--- config.mk ---
export PLATFORM = sky130hd
export DESIGN_NAME = sys_event_timer
export DESIGN_NICKNAME = d
export VERILOG_FILES = /design/src/rtl/tmr_pkg.sv /design/src/rtl/tmr_prescaler.sv /design/src/rtl/tmr_event_chan.sv /design/src/rtl/tmr_free_counter.sv /design/src/rtl/sys_event_timer.sv
export SDC_FILE = /design/constraint.sdc
export NUM_CORES = 1
export LEC_CHECK = 0
export BUFFER_PORTS_ARGS = -buffer_cell sky130_fd_sc_hd__buf_2
export CORE_ASPECT_RATIO = 1.5
export CORE_MARGIN = 2
export CORE_UTILIZATION = 45
export CTS_BUF_LIST = sky130_fd_sc_hd__clkbuf_16
export DETAILED_ROUTE_END_ITERATION = 12
export REMOVE_ABC_BUFFERS = 1
export SLEW_MARGIN = 40
export SYNTH_ARGS = -nofsm -noshare
export SYNTH_HDL_FRONTEND = slang
export SYNTH_SLANG_ARGS = --single-unit
--- constraint.sdc ---
create_clock -name clk_i -period 10.3 [get_ports clk_i]
set_input_delay 3.09 -clock clk_i [delete_from_list [all_inputs] [get_ports clk_i]]
set_output_delay 3.09 -clock clk_i [all_outputs]
set_load 0.01 [all_outputs]
--- src/rtl/tmr_pkg.sv ---
package tmr_pkg;
  localparam int DATA_W  = 32;
  localparam int NUM_EVT = 4;

  // Writable bits of the control word
  localparam logic [DATA_W-1:0] CTRL_WMASK = 32'h001F_F7FF;

  localparam int IDX_CTRL     = 0;
  localparam int IDX_FREE     = 5;
  localparam int FREE_TB_LSB  = 8;
  localparam int FREE_EN_BIT  = 20;
  localparam int EVT_PER_BASE = 12;
  localparam int EVT_EN_BASE  = 16;

  typedef struct packed {
    logic every;
    logic us1;
    logic us10;
    logic us100;
    logic ms1;
  } tick_t;

  function automatic logic evt_tick_sel(input logic [1:0] code, input tick_t tk);
    logic sel;
    case (code)
      2'd0:    sel = tk.us1;
      2'd1:    sel = tk.us10;
      2'd2:    sel = tk.us100;
      default: sel = tk.ms1;
    endcase
    return sel;
  endfunction

  function automatic logic free_tick_sel(input logic [2:0] code, input tick_t tk);
    logic sel;
    case (code)
      3'd0:    sel = tk.every;
      3'd1:    sel = tk.us1;
      3'd2:    sel = tk.us10;
      3'd3:    sel = tk.us100;
      3'd4:    sel = tk.ms1;
      default: sel = 1'b0;
    endcase
    return sel;
  endfunction
endpackage

--- src/rtl/tmr_prescaler.sv ---
module tmr_prescaler #(
  parameter int CYCLES_PER_US = 24
) (
  input  logic          clk_i,
  input  logic          rst_ni,
  output tmr_pkg::tick_t ticks_o
);
  localparam int DIV_W    = (CYCLES_PER_US > 1) ? $clog2(CYCLES_PER_US) : 1;
  localparam int NUM_DEC  = 3;
  localparam logic [3:0] DEC_LAST = 4'd9;
  localparam logic [DIV_W-1:0] DIV_LAST = DIV_W'(CYCLES_PER_US - 1);

  logic [DIV_W-1:0] div_q, div_d;
  logic             us_tick;
  logic [NUM_DEC:0] stage;

  assign us_tick  = (div_q == DIV_LAST);
  assign stage[0] = us_tick;

  always_comb begin
    div_d = us_tick ? '0 : div_q + 1'b1;
  end

  always_ff @(posedge clk_i or negedge rst_ni) begin
    if (!rst_ni) div_q <= '0;
    else         div_q <= div_d;
  end

  // Decade chain: each stage divides the previous tick by ten
  for (genvar g = 0; g < NUM_DEC; g++) begin : g_dec
    logic [3:0] cnt_q, cnt_d;
    logic       wrap;
    assign wrap = (cnt_q == DEC_LAST);
    always_comb begin
      cnt_d = wrap ? 4'd0 : cnt_q + 4'd1;
    end
    always_ff @(posedge clk_i or negedge rst_ni) begin
      if (!rst_ni)       cnt_q <= '0;
      else if (stage[g]) cnt_q <= cnt_d;
    end
    assign stage[g+1] = stage[g] & wrap;
  end

  assign ticks_o.every = 1'b1;
  assign ticks_o.us1   = stage[0];
  assign ticks_o.us10  = stage[1];
  assign ticks_o.us100 = stage[2];
  assign ticks_o.ms1   = stage[3];
endmodule

--- src/rtl/tmr_event_chan.sv ---
module tmr_event_chan #(
  parameter int EVT_W = 32
) (
  input  logic             clk_i,
  input  logic             rst_ni,
  input  logic             en_i,
  input  logic             periodic_i,
  input  logic             tick_i,
  input  logic             wr_i,
  input  logic [EVT_W-1:0] wdata_i,
  output logic [EVT_W-1:0] count_o,
  output logic             irq_o,
  output logic             done_o
);
  logic [EVT_W-1:0] cnt_q, cnt_d, rld_q, rld_d;
  logic             en_q, irq_q;
  logic             start, step, at_zero, hit;

  assign start   = en_i & ~en_q;
  assign step    = en_i & en_q & tick_i;
  assign at_zero = (cnt_q == '0);
  assign hit     = step & at_zero;

  always_comb begin
    rld_d = rld_q;
    cnt_d = cnt_q;
    if (wr_i) begin
      rld_d = wdata_i;
      if (!en_i) cnt_d = wdata_i;
    end
    if (start) begin
      cnt_d = rld_d;
    end else if (step) begin
      if (!at_zero)        cnt_d = cnt_q - 1'b1;
      else if (periodic_i) cnt_d = rld_d;
    end
  end

  always_ff @(posedge clk_i or negedge rst_ni) begin
    if (!rst_ni) begin
      cnt_q <= '0;
      rld_q <= '0;
      en_q  <= 1'b0;
      irq_q <= 1'b0;
    end else begin
      cnt_q <= cnt_d;
      rld_q <= rld_d;
      en_q  <= en_i;
      irq_q <= hit;
    end
  end

  assign count_o = cnt_q;
  assign irq_o   = irq_q;
  assign done_o  = hit & ~periodic_i;
endmodule

--- src/rtl/tmr_free_counter.sv ---
module tmr_free_counter #(
  parameter int FREE_W = 32
) (
  input  logic              clk_i,
  input  logic              rst_ni,
  input  logic              en_i,
  input  logic              tick_i,
  output logic [FREE_W-1:0] count_o
);
  logic [FREE_W-1:0] cnt_q, cnt_d;
  logic              adv;

  assign adv = en_i & tick_i;

  always_comb begin
    cnt_d = cnt_q + 1'b1;
  end

  always_ff @(posedge clk_i or negedge rst_ni) begin
    if (!rst_ni)  cnt_q <= '0;
    else if (adv) cnt_q <= cnt_d;
  end

  assign count_o = cnt_q;
endmodule

--- src/rtl/sys_event_timer.sv ---
module sys_event_timer #(
  parameter int CYCLES_PER_US = 24,
  parameter int EVT_W         = 32,
  parameter int FREE_W        = 32,
  parameter int ADDR_W        = 8
) (
  input  logic              clk_i,
  input  logic              rst_ni,
  input  logic              bus_sel_i,
  input  logic              bus_we_i,
  input  logic [ADDR_W-1:0] bus_addr_i,
  input  logic [31:0]       bus_wdata_i,
  output logic [31:0]       bus_rdata_o,
  output logic [3:0]        irq_o
);
  import tmr_pkg::*;

  localparam int WORD_W = ADDR_W - 2;

  logic rst_meta_q, rst_n_q, rst_n;
  always_ff @(posedge clk_i or negedge rst_ni) begin
    if (!rst_ni) begin
      rst_meta_q <= 1'b0;
      rst_n_q    <= 1'b0;
    end else begin
      rst_meta_q <= 1'b1;
      rst_n_q    <= rst_meta_q;
    end
  end
  assign rst_n = rst_n_q;

  logic [WORD_W-1:0] word_idx;
  logic              wr_stb, ctrl_wr;
  logic [NUM_EVT-1:0] val_wr, done, irq;
  logic [NUM_EVT-1:0][EVT_W-1:0] evt_cnt;
  logic [DATA_W-1:0] ctrl_q, ctrl_d;
  logic [FREE_W-1:0] free_cnt;
  logic              free_tick;
  tick_t             ticks;

  assign word_idx = bus_addr_i[ADDR_W-1:2];
  assign wr_stb   = bus_sel_i & bus_we_i;
  assign ctrl_wr  = wr_stb && (word_idx == WORD_W'(IDX_CTRL));

  tmr_prescaler #(.CYCLES_PER_US(CYCLES_PER_US)) presc_i (
    .clk_i  (clk_i),
    .rst_ni (rst_n),
    .ticks_o(ticks)
  );

  // Control word: software write wins over a one-shot self-clear
  always_comb begin
    ctrl_d = ctrl_q;
    for (int t = 0; t < NUM_EVT; t++) begin
      if (done[t]) ctrl_d[EVT_EN_BASE+t] = 1'b0;
    end
    if (ctrl_wr) ctrl_d = bus_wdata_i & CTRL_WMASK;
  end

  always_ff @(posedge clk_i or negedge rst_n) begin
    if (!rst_n) ctrl_q <= '0;
    else        ctrl_q <= ctrl_d;
  end

  for (genvar t = 0; t < NUM_EVT; t++) begin : g_evt
    logic tick_sel;
    assign val_wr[t] = wr_stb && (word_idx == WORD_W'(t + 1));
    assign tick_sel  = evt_tick_sel(ctrl_q[2*t+1:2*t], ticks);
    tmr_event_chan #(.EVT_W(EVT_W)) chan_i (
      .clk_i     (clk_i),
      .rst_ni    (rst_n),
      .en_i      (ctrl_q[EVT_EN_BASE+t]),
      .periodic_i(ctrl_q[EVT_PER_BASE+t]),
      .tick_i    (tick_sel),
      .wr_i      (val_wr[t]),
      .wdata_i   (bus_wdata_i[EVT_W-1:0]),
      .count_o   (evt_cnt[t]),
      .irq_o     (irq[t]),
      .done_o    (done[t])
    );
  end

  assign free_tick = free_tick_sel(ctrl_q[FREE_TB_LSB+2:FREE_TB_LSB], ticks);

  tmr_free_counter #(.FREE_W(FREE_W)) free_i (
    .clk_i  (clk_i),
    .rst_ni (rst_n),
    .en_i   (ctrl_q[FREE_EN_BIT]),
    .tick_i (free_tick),
    .count_o(free_cnt)
  );

  always_comb begin
    bus_rdata_o = '0;
    if (word_idx == WORD_W'(IDX_CTRL)) bus_rdata_o = ctrl_q;
    if (word_idx == WORD_W'(IDX_FREE)) bus_rdata_o = 32'(free_cnt);
    for (int t = 0; t < NUM_EVT; t++) begin
      if (word_idx == WORD_W'(t + 1)) bus_rdata_o = 32'(evt_cnt[t]);
    end
  end

  assign irq_o = irq;
endmodule

==> results.json, run 1 <==
{
  "outcome": "complete, no violations",
  "dp_hpwl_um": 49250,
  "rr_endpoint": "g_evt[3].chan_i.count_o[16]",
  "vdd_drop_max_uv": 108.4,
  "relSlewSlack_pct": 41.86,
  "synthFlopType": "dfrtp_1",
  "start_util_pct": 45.57,
  "synthSimpleGateAreaFrac_pct": 20.04,
  "dr_total_vias": 17270,
  "crit_path_start_kind": "primary input",
  "grt_usage_pct": 33.19,
  "setup_viol": 0,
  "p_comb_share_pct": 24.3,
  "clock_insertion_delay_worst_skew_ps": 550,
  "finalNonFillerCells": 2631,
  "die_width_um": 170.6,
  "layout_commonest_cell": "dfrtp_1",
  "cts_buffers": 36,
  "crit_type": "primary input to output pin",
  "syn-cell-area_mm2": 0.01873,
  "fin_crit_sh_pct": 82.84,
  "dieArea_mm2": 0.04331,
  "wl_um": 71850,
  "worstPathMaxFanout": 24,
  "portBuffers": 77,
  "fillCellCount": 3916,
  "grt_max_degree": 97,
  "r2r_slack_ps": 6480,
  "nets": 2100,
  "layout_common_cells": "dfrtp_1, nand2_1, nor2_1",
  "yosys_warnings": 0,
  "fmax_mhz": 117.2,
  "ioPinCount": 80,
  "final.setup_skew_ps": 21.59,
  "tightest_slew_ps": 871.1,
  "cts_root_buf": "clkbuf_16",
  "synth-seq-cells": 335,
  "synthAdderAreaFrac_pct": 0.6680,
  "cp.required_ps": 7210,
  "grt-ovfl-total": 0,
  "rows": 91,
  "cts_buffer_depth": 3,
  "hold_viol": 0,
  "r2r_cells": 7,
  "place_congestion": 0.9970,
  "min_period_ps": 8532,
  "netlist_instances": 2049,
  "clk_pin_slew_ps": 60,
  "p_sw_uw": 1516,
  "detail-route-antenna-nets": 0,
  "syn_to_final_growth_pct": 11.28,
  "ctsResizeCount": 0,
  "endpoint_kind": "output pin",
  "reg2reg_from": "g_evt[3].chan_i.count_o[15]",
  "p_int_uw": 2659,
  "cts_hold_buffers": 0,
  "coreArea_mm2": 0.04110,
  "swShare_pct": 36.32,
  "design_area_mm2": 0.02084,
  "drive_gt1_share_pct": 16.17,
  "cp.arrival_ps": 5440,
  "power.leakage_uw": 0.009301,
  "cts_tree": "done",
  "p_per_area_mw_per_mm2": 200.3,
  "htreeDepth": 2,
  "chipHeight_um": 253.9,
  "grt_antenna_before_repair": 1,
  "rsz0062_at_grt": "false",
  "placed_area_mm2": 0.01964,
  "synthMuxAreaShare_pct": 7.522,
  "pwr-share-seq_pct": 43.4,
  "syn_area_per_cell_um2": 9.141,
  "synth_top_family_by_area": "simple AND/OR/NAND/NOR gates",
  "synth-compound-area-share_pct": 19.54,
  "synth-xor-area-share_pct": 3.226,
  "routedWlPerCell_um": 27.31,
  "place_inst": 2566,
  "grt_pass1_vias": 16630,
  "synth_edf_count": 0,
  "drc": 0,
  "clock_sinks": 335,
  "synth_cell_type_count": 73,
  "async_flop_share_pct": 100.0,
  "drt_iter0_drc": 1742,
  "final_max_slew_viol_count": 0,
  "first_pass_iters": 6,
  "ys_seq_area_share_pct": 44.76,
  "maxCapViolations": 0,
  "worstHoldPathType": "flop to asynchronous set/reset pin",
  "fin_setup_tns_ps": 0,
  "viasPerCell": 6.562,
  "grt_pass1_wl_um": 106000,
  "power_frac_clock_pct": 32.2,
  "cts_setup_buffers": 0
}
state kept, by name, indices dropped and copies added, names as in the netlist:
signal,cells
g_evt.chan_i.irq_o,4
rst_meta_q,1
g_evt.chan_i.rld_q,128
rst_n,1
presc_i.g_dec.cnt_q,12
ctrl_q,20
g_evt.chan_i.count_o,128
free_i.count_o,32
presc_i.div_q,5
g_evt.chan_i.en_q,4
power by group through the flow:
stage	registers, uW	logic (uW)	clock network [uW]
final	1810	1020	1350
after global routing	1820	1110	1430
after CTS	1800	997	1370
after detailed placement	1820	992	0
after global placement	1820	963	0
after floorplan	1690	687	0
cells by family after synthesis:
group	count (synthesis)
xor+xnor	69
buf+inv	195
fa+ha+maj	10
simple gates	784
flops	335
other cells	1
mux	128
compound gates	527
final cells by class:
cell class                 count  area [um^2]  share of cell area (%)
antenna                        1        2.502                 0.01201
clock buffer                  37        925.9                   4.442
clock inverter                27        256.5                   1.231
inverter                      31        116.4                  0.5583
multi-input combinational   1519         9686                   46.47
sequential                   335         8387                   40.24
tap                          558        698.2                   3.350
timing repair buffer         123        770.7                   3.698
per-stage QoR:
step / util, % / total power [uW] / hold WS, ps / setup WS (ps)
2_1_floorplan: - / 2378 / 331.2 / 272.2
3_3_place_gp: 47.58 / 2781 / 243.2 / 1503
3_5_place_dp: 47.78 / 2814 / 241.2 / 1833
4_1_cts: 50.66 / 4163 / 244.8 / 1833
5_1_grt: 50.70 / 4362 / 263.6 / 1744
6_report: 50.71 / 4175 / 240.5 / 1768
routing by layer:
layer / GRT usage [%] / up-vias / routed length (um)
li1: - / 7592 / -
met1: 41.45 / 8568 / 26870
met4: 26.28 / 0 / 6767
met5: 0 / - / 0
met2: 51.95 / 863 / 32990
met3: 4.018 / 242 / 5222
Yosys cell counts (19+ instances only):
cell | n | area (um^2)
or3_1 | 21 | 131.4
o22ai_1 | 35 | 219.0
xnor2_1 | 43 | 376.6
dfrtp_1 | 335 | 8383
o21ai_0 | 133 | 665.6
clkbuf_1 | 130 | 488.0
o211ai_1 | 19 | 142.6
nor3_1 | 81 | 405.4
a22oi_1 | 20 | 150.1
mux2_2 | 102 | 1149
inv_1 | 31 | 116.4
nor4_1 | 44 | 275.3
a222oi_1 | 25 | 250.2
nand3_1 | 55 | 275.3
xor2_1 | 26 | 227.7
a21oi_1 | 76 | 380.4
and3_1 | 25 | 156.4
nor2_1 | 164 | 615.6
mux2i_1 | 26 | 260.3
a221oi_1 | 62 | 543.0
nand2_1 | 267 | 1002
or2_2 | 19 | 118.9
nand4_1 | 22 | 137.6
how the worst max path moves through the flow:
stage / startpoint / endpoint / slack [ps] / cells after the start
after floorplan: rst_n / ctrl_q[0] / 270 / 0
after global placement: bus_addr_i[5] / bus_rdata_o[29] / 1500 / 6
after detailed placement: bus_addr_i[5] / bus_rdata_o[29] / 1830 / 6
after CTS: bus_addr_i[5] / bus_rdata_o[29] / 1830 / 6
after global routing: bus_addr_i[5] / bus_rdata_o[9] / 1740 / 10
final: bus_addr_i[5] / bus_rdata_o[22] / 1770 / 6
worst max-delay path: stages:
cell,delay (ps)
buf_2,120
or4_1,750
nor2_4,610
a221oi_1,200
o21ai_0,440
buf_2,220
(Power assumes the default switching activity.)
==> run 2, diff against run 1 <==
clock period = 7.7 ns   (was 10.3 ns; I/O delays follow)
==> run 2 against run 1 <==
Against the previous run:
- worst hold slack better by 68 ps
- clock skew decreased by 0.54 ps
- cell count decreased by 0.19%
- sequential power rose by 34%
- via count increased by 0.17%
- clock power up 20%
- register-to-register slack got worse by 2700 ps
- global-route usage rose by 0.73 points
- critical endpoint is now bus_rdata_o[27]
- largest cell class unchanged
- largest power group unchanged
==> results.json, run 2 (same netlist as run 1, synthesis figures left out) <==
{
  "outcome": "complete, no violations",
  "clock_sinks": 335,
  "p_per_area_mw_per_mm2": 261.3,
  "grt_max_degree": 131,
  "rsz0062_at_grt": "false",
  "drive_gt1_share_pct": 15.76,
  "cts_buffers": 36,
  "htreeDepth": 2,
  "cts_tree": "done",
  "routedWlPerCell_um": 27.81,
  "power.leakage_uw": 0.009248,
  "viasPerCell": 6.586,
  "first_pass_iters": 8,
  "final.setup_skew_ps": 21.06,
  "grt-ovfl-total": 0,
  "layout_commonest_cell": "dfrtp_1",
  "cp_cell_sequence": "buf_2, or4_1, nor2_2, buf_4, a221oi_1, o21ai_0, buf_2",
  "fmax_mhz": 145.7,
  "layout_common_cells": "dfrtp_1, nand2_1, nor2_1",
  "wl_met1_um": 27810,
  "relSlewSlack_pct": 41.76,
  "drc": 0,
  "dr_total_vias": 17290,
  "clock_insertion_delay_worst_skew_ps": 540,
  "syn_to_final_growth_pct": 10.60,
  "ctsResizeCount": 0,
  "seq_area_mm2": 0.008387,
  "worstHoldPathType": "flop to asynchronous set/reset pin",
  "cts_root_buf": "clkbuf_16",
  "cts_buffer_depth": 3,
  "grt_antenna_before_repair": 2,
  "detail-route-antenna-nets": 0,
  "wl_um": 73030,
  "grt_pass1_vias": 16850,
  "endpoint_kind": "output pin",
  "vdd_drop_max_uv": 155.2,
  "pre_cts_ws_ps": 899.5,
  "crit_family": "simple AND/OR/NAND/NOR gates",
  "diodes": 0,
  "die_width_um": 170.6,
  "nets": 2100,
  "portBuffers": 77,
  "multi_input_area_mm2": 0.009694,
  "crit_top_cell": "buf_2",
  "maxCapViolations": 0,
  "worstPathMaxFanout": 32,
  "path_buf_inv": 3,
  "fin_crit_sh_pct": 89.17,
  "crit_path_start_kind": "primary input",
  "rows": 91,
  "clk_pin_slew_ps": 60,
  "highest_layer": "met4",
  "tightest_slew_ps": 873.6,
  "min_period_ps": 6866,
  "cp.arrival_ps": 4560,
  "cpMaxStageDelayCell": "or4_1",
  "grt_pass1_wl_um": 108400,
  "fin_util_pct": 50.40,
  "dr_wl_met3_um": 5230,
  "drt_iter0_drc": 1993,
  "ioPinCount": 80,
  "worst_slack_ps": 834.2,
  "cp.required_ps": 5390,
  "coreArea_mm2": 0.04110,
  "chipHeight_um": 253.9,
  "whs_ps": 308.5,
  "cts_setup_buffers": 0,
  "max_stage_delay_ps": 750,
  "start_util_pct": 45.57,
  "hold_viol": 0,
  "grt_usage_pct": 33.92,
  "cts_hold_buffers": 0,
  "fillCellCount": 3904,
  "dieArea_mm2": 0.04331,
  "setup_viol": 0,
  "dp_hpwl_um": 49980,
  "final_max_slew_viol_count": 0,
  "wl_met2_um": 33650,
  "place_congestion": 1.031,
  "crit_type": "primary input to output pin"
}
==> run 2: cell type report <==
class	count	share of cell area, %
Clock buffer	37	4.469
Clock inverter	23	0.5859
Inverter	31	0.5617
Multi-Input combinational cell	1519	46.80
Sequential cell	335	40.48
Tap cell	558	3.370
Timing Repair Buffer	123	3.733
==> run 2: where the power goes <==
part           internal [uW]  switching (uW)  leakage [uW]
logic                    517             861       0.00417
registers               2000             419       0.00453
clock network            896             720      0.000552
==> run 2: path summary, 6_finish.rpt <==
path                                                   end  slack [ps]             start  depth (start not counted)
min in group clk_i                                   rst_n         360        rst_meta_q                          0
worst max-delay path                       bus_rdata_o[27]         830     bus_addr_i[5]                          7
worst min register to register   g_evt[1].chan_i.rld_q[14]         310             rst_n                          0
max in group asynchronous         g_evt[0].chan_i.rld_q[4]        5540             rst_n                          3
worst max register to register  g_evt[2].chan_i.count_o[7]        3800  presc_i.div_q[0]                         10
worst min-delay path             g_evt[1].chan_i.rld_q[14]         310             rst_n                          0
==> run 2: routing by layer <==
| metal | up-vias | track usage [%] |
|---|---|---|
| li1 | 7584 | - |
| met1 | 8651 | 42.72 |
| met5 | - | 0 |
| met4 | 0 | 24.69 |
| met2 | 838 | 53.59 |
| met3 | 221 | 4.221 |
==> run 2: metrics by stage <==
stage | total power [uW] | instances | setup TNS (ps) | instance area (um^2)
floorplan | 3181 | 1885 | -775170 | 18050
global placement | 3722 | 2564 | 0 | 19560
detailed placement | 3770 | 2565 | 0 | 19630
CTS | 5391 | 2625 | 0 | 20670
global route | 5665 | 2626 | 0 | 20720
finish | 5413 | 2626 | 0 | 20720
